--- src/rtl/dl_frame_pkg.sv ---
package dl_frame_pkg;
  localparam int BYTE_W   = 8;
  localparam int RADDR_W  = 16;
  localparam logic [BYTE_W-1:0] LIST_END_ID = 8'hFF;

  typedef enum logic [2:0] {
    W_IDLE,
    W_HEAD,
    W_TGT,
    W_AHI,
    W_ALO,
    W_LEN,
    W_BODY,
    W_TAIL
  } walk_state_t;

  typedef struct packed {
    logic              vld;
    logic              sof;
    logic              eof;
    logic [BYTE_W-1:0] dat;
  } beat_t;
endpackage

--- src/rtl/dl_fwd_delay.sv ---
module dl_fwd_delay #(
  parameter int DEPTH = 2
) (
  input  logic                 clk,
  input  logic                 rst,
  input  dl_frame_pkg::beat_t  din,
  output dl_frame_pkg::beat_t  dout
);
  import dl_frame_pkg::*;

  beat_t pipe [DEPTH];

  genvar g;
  generate
    for (g = 0; g < DEPTH; g++) begin : g_stage
      if (g == 0) begin : g_first
        always_ff @(posedge clk) begin
          if (rst) pipe[g] <= '0;
          else     pipe[g] <= din;
        end
      end else begin : g_next
        always_ff @(posedge clk) begin
          if (rst) pipe[g] <= '0;
          else     pipe[g] <= pipe[g-1];
        end
      end
    end
  endgenerate

  assign dout = pipe[DEPTH-1];

  // A forwarded marker always rides on a valid beat.
  assert_marker_valid_R1: assert property (@(posedge clk) disable iff (rst)
    (dout.sof || dout.eof) |-> dout.vld);
endmodule

--- src/rtl/dl_rec_walker.sv ---
module dl_rec_walker #(
  parameter int HDR_LEN = 2,
  parameter int ADDR_W  = 8,
  parameter int OP_AW   = 4
) (
  input  logic                              clk,
  input  logic                              rst,
  input  logic [dl_frame_pkg::BYTE_W-1:0]   node_id,
  input  logic                              in_valid,
  input  logic [dl_frame_pkg::BYTE_W-1:0]   in_data,
  input  logic                              in_sof,
  input  logic                              in_eof,
  output logic                              frame_close,
  output logic                              app_we,
  output logic [ADDR_W-1:0]                 app_addr,
  output logic [dl_frame_pkg::BYTE_W-1:0]   app_wdata,
  output logic                              op_we,
  output logic [OP_AW-1:0]                  op_addr,
  output logic [dl_frame_pkg::RADDR_W+dl_frame_pkg::BYTE_W-1:0] op_wdata
);
  import dl_frame_pkg::*;

  localparam int HW = (HDR_LEN > 1) ? $clog2(HDR_LEN) : 1;
  localparam logic [HW-1:0] HDR_LAST = HW'(HDR_LEN - 1);

  walk_state_t        st;
  logic [HW-1:0]      hcnt;
  logic               hit;
  logic [RADDR_W-1:0] cur_addr;
  logic [BYTE_W-1:0]  remain;
  logic [OP_AW-1:0]   op_idx;

  assign frame_close = in_valid && in_eof && (in_sof || st != W_IDLE);

  always_ff @(posedge clk) begin
    if (rst) begin
      st        <= W_IDLE;
      hcnt      <= '0;
      hit       <= 1'b0;
      cur_addr  <= '0;
      remain    <= '0;
      op_idx    <= '0;
      app_we    <= 1'b0;
      app_addr  <= '0;
      app_wdata <= '0;
      op_we     <= 1'b0;
      op_addr   <= '0;
      op_wdata  <= '0;
    end else begin
      app_we <= 1'b0;
      op_we  <= 1'b0;
      if (in_valid) begin
        if (in_sof) begin
          op_idx <= '0;
          hcnt   <= HW'(1);
          st     <= (HDR_LEN > 1) ? W_HEAD : W_TGT;
        end else begin
          unique case (st)
            W_IDLE: st <= W_IDLE;
            W_HEAD: begin
              hcnt <= hcnt + HW'(1);
              if (hcnt == HDR_LAST) st <= W_TGT;
            end
            W_TGT: begin
              if (in_data == LIST_END_ID) begin
                st <= W_TAIL;
              end else begin
                hit <= (in_data == node_id);
                st  <= W_AHI;
              end
            end
            W_AHI: begin
              cur_addr[RADDR_W-1:BYTE_W] <= in_data;
              st <= W_ALO;
            end
            W_ALO: begin
              cur_addr[BYTE_W-1:0] <= in_data;
              st <= W_LEN;
            end
            W_LEN: begin
              remain <= in_data;
              if (hit) begin
                op_we    <= 1'b1;
                op_addr  <= op_idx;
                op_wdata <= {cur_addr, in_data};
                op_idx   <= op_idx + OP_AW'(1);
              end
              st <= (in_data == '0) ? W_TGT : W_BODY;
            end
            W_BODY: begin
              if (hit) begin
                app_we    <= 1'b1;
                app_addr  <= cur_addr[ADDR_W-1:0];
                app_wdata <= in_data;
              end
              cur_addr <= cur_addr + RADDR_W'(1);
              remain   <= remain - BYTE_W'(1);
              if (remain == BYTE_W'(1)) st <= W_TGT;
            end
            W_TAIL: st <= W_TAIL;
            default: st <= W_IDLE;
          endcase
        end
        if (in_eof) st <= W_IDLE;
      end
    end
  end

  // A data write only follows an accepted input byte.
  assert_write_needs_byte_R3: assert property (@(posedge clk) disable iff (rst)
    app_we |-> $past(in_valid));
  // A record's info entry and its payload cannot land in one cycle.
  assert_we_exclusive_R5: assert property (@(posedge clk) disable iff (rst)
    !(app_we && op_we));
  // Records are at least four bytes apart, so info writes never repeat back to back.
  assert_op_spacing_R5: assert property (@(posedge clk) disable iff (rst)
    op_we |=> !op_we);
endmodule

--- src/rtl/dl_done_stretch.sv ---
module dl_done_stretch #(
  parameter int DONE_CYCLES = 12
) (
  input  logic clk,
  input  logic rst,
  input  logic fire,
  output logic done
);
  localparam int CW = $clog2(DONE_CYCLES + 1);

  logic [CW-1:0] left;

  always_ff @(posedge clk) begin
    if (rst) begin
      left <= '0;
      done <= 1'b0;
    end else if (fire) begin
      left <= CW'(DONE_CYCLES - 1);
      done <= 1'b1;
    end else if (left != '0) begin
      left <= left - CW'(1);
      done <= 1'b1;
    end else begin
      done <= 1'b0;
    end
  end
endmodule

--- src/rtl/dl_frame_splitter.sv ---
module dl_frame_splitter #(
  parameter int HDR_LEN     = 2,
  parameter int ADDR_W      = 8,
  parameter int OP_DEPTH    = 16,
  parameter int FWD_LAT     = 2,
  parameter int DONE_CYCLES = 12,
  localparam int OP_AW      = $clog2(OP_DEPTH),
  localparam int OPD_W      = dl_frame_pkg::RADDR_W + dl_frame_pkg::BYTE_W
) (
  input  logic              clk,
  input  logic              rst,
  input  logic [7:0]        node_id,
  input  logic              in_valid,
  input  logic [7:0]        in_data,
  input  logic              in_sof,
  input  logic              in_eof,
  input  logic              in_err,
  output logic              fwd_valid,
  output logic [7:0]        fwd_data,
  output logic              fwd_sof,
  output logic              fwd_eof,
  output logic              app_we,
  output logic [ADDR_W-1:0] app_addr,
  output logic [7:0]        app_wdata,
  output logic              op_we,
  output logic [OP_AW-1:0]  op_addr,
  output logic [OPD_W-1:0]  op_wdata,
  output logic              rx_done
);
  import dl_frame_pkg::*;

  beat_t in_beat, out_beat;
  logic  frame_close;

  assign in_beat = '{vld: in_valid, sof: in_valid & in_sof,
                     eof: in_valid & in_eof, dat: in_data};

  dl_fwd_delay #(.DEPTH(FWD_LAT)) u_fwd (
    .clk  (clk),
    .rst  (rst),
    .din  (in_beat),
    .dout (out_beat)
  );

  assign fwd_valid = out_beat.vld;
  assign fwd_sof   = out_beat.sof;
  assign fwd_eof   = out_beat.eof;
  assign fwd_data  = out_beat.dat;

  dl_rec_walker #(.HDR_LEN(HDR_LEN), .ADDR_W(ADDR_W), .OP_AW(OP_AW)) u_walk (
    .clk         (clk),
    .rst         (rst),
    .node_id     (node_id),
    .in_valid    (in_valid),
    .in_data     (in_data),
    .in_sof      (in_sof),
    .in_eof      (in_eof),
    .frame_close (frame_close),
    .app_we      (app_we),
    .app_addr    (app_addr),
    .app_wdata   (app_wdata),
    .op_we       (op_we),
    .op_addr     (op_addr),
    .op_wdata    (op_wdata)
  );

  dl_done_stretch #(.DONE_CYCLES(DONE_CYCLES)) u_done (
    .clk  (clk),
    .rst  (rst),
    .fire (frame_close & ~in_err),
    .done (rx_done)
  );

  // The strobe starts only after a clean end marker.
  assert_done_start_R8: assert property (@(posedge clk) disable iff (rst)
    $rose(rx_done) |-> $past(in_valid && in_eof && !in_err));
  // An errored end marker never starts a strobe from idle.
  assert_err_no_done_R9: assert property (@(posedge clk) disable iff (rst)
    (in_valid && in_eof && in_err && !rx_done) |=> !rx_done);
endmodule

--- config.mk ---
export PLATFORM = sky130hd
export DESIGN_NAME = dl_frame_splitter
export DESIGN_NICKNAME = d
export VERILOG_FILES = /design/src/rtl/dl_frame_pkg.sv /design/src/rtl/dl_fwd_delay.sv /design/src/rtl/dl_rec_walker.sv /design/src/rtl/dl_done_stretch.sv /design/src/rtl/dl_frame_splitter.sv
export SDC_FILE = /design/constraint.sdc
export NUM_CORES = 1
export LEC_CHECK = 0
export CAP_MARGIN = 15
export CORE_MARGIN = 2
export CORE_UTILIZATION = 34
export CTS_BUF_LIST = sky130_fd_sc_hd__clkbuf_8 sky130_fd_sc_hd__clkbuf_16
export DETAILED_ROUTE_END_ITERATION = 10
export GPL_ROUTABILITY_DRIVEN = 0
export SLEW_MARGIN = 30
export SYNTH_ARGS = -nofsm -noshare
export SYNTH_HDL_FRONTEND = slang
export SYNTH_HIERARCHICAL = 1
export SYNTH_SLANG_ARGS = --single-unit
--- constraint.sdc ---
create_clock -name clk -period 1.8 [get_ports clk]
set_input_delay 0.27 -clock clk [delete_from_list [all_inputs] [get_ports clk]]
set_output_delay 0.27 -clock clk [all_outputs]
set_load 0.01 [all_outputs]
==> metrics.csv <==
stage;metric;value;unit
layout;commonest cells after routing, fill and taps aside;dfxtp_1 (103), nand2_1 (96), clkdlybuf4s50_1 (78);
cts;Root Buffer;clkbuf_16;
sta;minimum clock period;1.655;ns
sta;fmax;604.3;MHz
grt;vias in the first global route;4180;
routing;Residual DRC;0;
routing;Via density;5.087;
worst_setup_path;Cell Chain, Critical Path;clkdlybuf4s50_1 -> or4b_4 -> or3_1 -> a21oi_1;
floorplan;die width;120.7;um
sta;final-report setup violation count;0;
worst_setup_path;Setup Crit Path Kind;primary input to register;
floorplan;full die area;14570;um^2
floorplan;Core Region;13300;um^2
sta;Rel. slew slack;62.70;%
routing;Post-Route M1 WL;5612;um
routing;routed len/inst;14.60;um
worst_setup_path;CP Data Arrival Time;1.92;ns
logic_synthesis;cell taking the most area after synthesis;dfxtp_1;
layout;layout cell share with drive strength beyond 1;15.34;%
logic_synthesis;Yosys cell types;53;
placed_design;hpwl dp;8878;um
cts;cts repair resizes;0;
routing;DR iter-0 viols;320;
worst_setup_path;CP max-delay cell;or4b_4;
cts;clock tree buffer depth;2;
cts;Num CTS Buffers;9;
logic_synthesis;ranking of synthesized cells by area;dfxtp_1 (46%), a21oi_1 (7.9%), nand2_1 (7.8%);
power;P_leak;2.118;nW
cts;postcts setup bufs;0;
cts;hold_buf cts;0;
logic_synthesis;Post-Syn Instances;553;
placed_design;PortBufs;79;
logic_synthesis;sequential-to-total area share from yosys stat;45.81;%
power;Max VDD drop;0.4768;mV
grt;Congestion Overflow GR;0;
worst_setup_path;crit path buf inv count;1;
sta;crit share post-route;91.93;%
grt;initial antenna violation count;0;
sta;RSZ-0062 raised after global routing;no;
grt;wire length of the first global-routing pass;20200;um
layout;sequential cell area;2126;um^2
logic_synthesis;Yosys top cell area share;45.81;%
layout;area of the multi-input gates;2300;um^2
grt;largest net degree at the start of global routing;52;
floorplan;floorplan row count;42;
worst_setup_path;Crit path max-delay family;simple AND/OR/NAND/NOR gates;
logic_synthesis;syn_area_per_cell;8.376;um^2
worst_setup_path;critical path required time;2.07;ns
floorplan;Initial Util;34.84;%
power;Power Density;807.3;nW/um^2
layout;commonest non-fill, non-tap cell in the layout;dfxtp_1;
routing;Detail Route Antenna Nets;0;
logic_synthesis;mapped cell area;4632;um^2
cts;H-Tree Depth;3;
sta;fin. max-slew vios;0;
worst_setup_path;crit path max fanout;10;
routing;DR top layer;met4;
layout;number of fill cells;1289;
floorplan;die height;120.7;um
power;Tot Pwr;5.070;mW
grt;Total GRT Usage;17.43;%
routing;WL final;12280;um
worst_setup_path;CP startpoint kind;primary input;
sta;Setup Skew;0.008672;ns
logic_synthesis;synth warn;6;
floorplan;I/O pin total;80;
routing;Met3 Routed Length;528;um
run;Max-Cap Viols;0;
worst_hold_path;Worst Hold Class;primary input to register;
layout;area added between synthesis and finish;35.58;%
routing;routed wl met2;5815;um
sta;measured slew at the worst slew-check pin;0.5595;ns
logic_synthesis;Main synth FF type;dfxtp_1;
cts;clock sinks;106;
cts;CTS tree;built;
layout;Final Net Count;686;
logic_synthesis;#FFs+latches synth;106;
sta;total negative setup slack;0;ns
routing;drt pass-1 iters;5;
layout;# diodes;0;
cts;worst skew pair latency;0.35;ns
logic_synthesis;EDFF count, synth;0;
sta;Final Hold Fails;0;
routing;DR vias;4278;
cts;clk slew on worst S/H paths;0.06;ns
outcome;status;finished, final reports clean;
worst_setup_path;Crit. End Element;register;
worst_setup_path;CP peak stage delay;0.58;ns
logic_synthesis;Mapped Nets;579;
logic_synthesis;share of flip-flops with an asynchronous set or reset;0;%
## metrics by stage
stage          area [um^2]  worst slack, ns  std cells  utilization [%]  hold WS [ns]
6_report              6280           0.1453        841            47.23        0.3865
5_1_grt               6280          0.04642        841            47.23        0.4354
4_1_cts               6270          0.06486        841            47.16        0.3832
3_3_place_gp          5902          -0.1737        825            44.39        0.4194
3_5_place_dp          5902          -0.2048        825            44.39        0.4253
2_1_floorplan         4632           0.2410        553                -        0.3391
## power breakdown
| part | leakage [nW] | total, mW | internal, mW | switching, mW |
|---|---|---|---|---|
| registers | 0.860 | 2.39 | 2.37 | 0.0142 |
| logic | 1.07 | 0.308 | 0.159 | 0.149 |
| clock network | 0.184 | 2.37 | 1.53 | 0.844 |
| total | 2.12 | 5.07 | 4.06 | 1.01 |
## flip-flops by register name, indices dropped and copies added (netlist names)
register and count:
u_walk/cur_addr 16, u_walk/op_addr 4, u_walk/op_wdata 24, u_walk/remain 8, u_walk/app_addr 8, u_walk/op_we 1, u_walk/hcnt 1, u_walk/app_we 1
u_walk/app_wdata 8, u_done/left 4, u_walk/op_idx 4, u_done/done 1, u_walk/hit 1, u_fwd/pipe 22, u_walk/st 3
## synth_stat cells (6+ instances only)
master,count
mux2i_1,12
nand3_1,10
a21oi_1,73
nor4_1,7
nor2b_1,8
and2_1,10
nor3_1,19
buf_2,15
dfxtp_1,106
a211oi_1,6
clkbuf_1,15
nor2b_2,15
o21ai_0,29
nand4_1,8
inv_1,6
nand2b_1,7
nand2_1,96
nor2_1,31
xnor2_1,9
## final timing paths
check | startpoint | end | slack (ns) | cells past startpoint
setup / recovery | in_sof | u_walk/st[1] | 0.15 | 4
hold / removal | rst | u_walk/op_we | 0.39 | 2
setup reg to reg | u_walk/cur_addr[0] | u_walk/cur_addr[14] | 0.19 | 5
hold reg to reg | u_fwd/pipe[0][5] | u_fwd/pipe[1][5] | 0.44 | 1
## area by class of cell
cell class	instances	area share (%)
inverter	6	0.3586
timing repair buffer	133	19.80
sequential	106	33.85
tap	176	3.507
multi-input combinational	404	36.62
clock inverter	6	2.052
clock buffer	10	3.806
## logic make-up after synthesis
| group | count (synthesis) | share of synthesized area (%) |
|---|---|---|
| multiplexers | 12 | 2.593 |
| AND/OR/NAND/NOR | 243 | 27.34 |
| AO/OA/AOI/OAI | 135 | 16.56 |
| adder cells (fa/ha/maj) | 4 | 1.081 |
| buffers and inverters | 43 | 4.727 |
| flip-flops | 106 | 45.81 |
| XOR/XNOR | 10 | 1.891 |
## metal layers
layer	global-route usage [%]	vias up
met1	22.28	2010
li1	-	2130
met3	2.925	24
met5	0	-
met2	28.07	114
met4	9.302	0
Power figures use the tool's default switching activity.
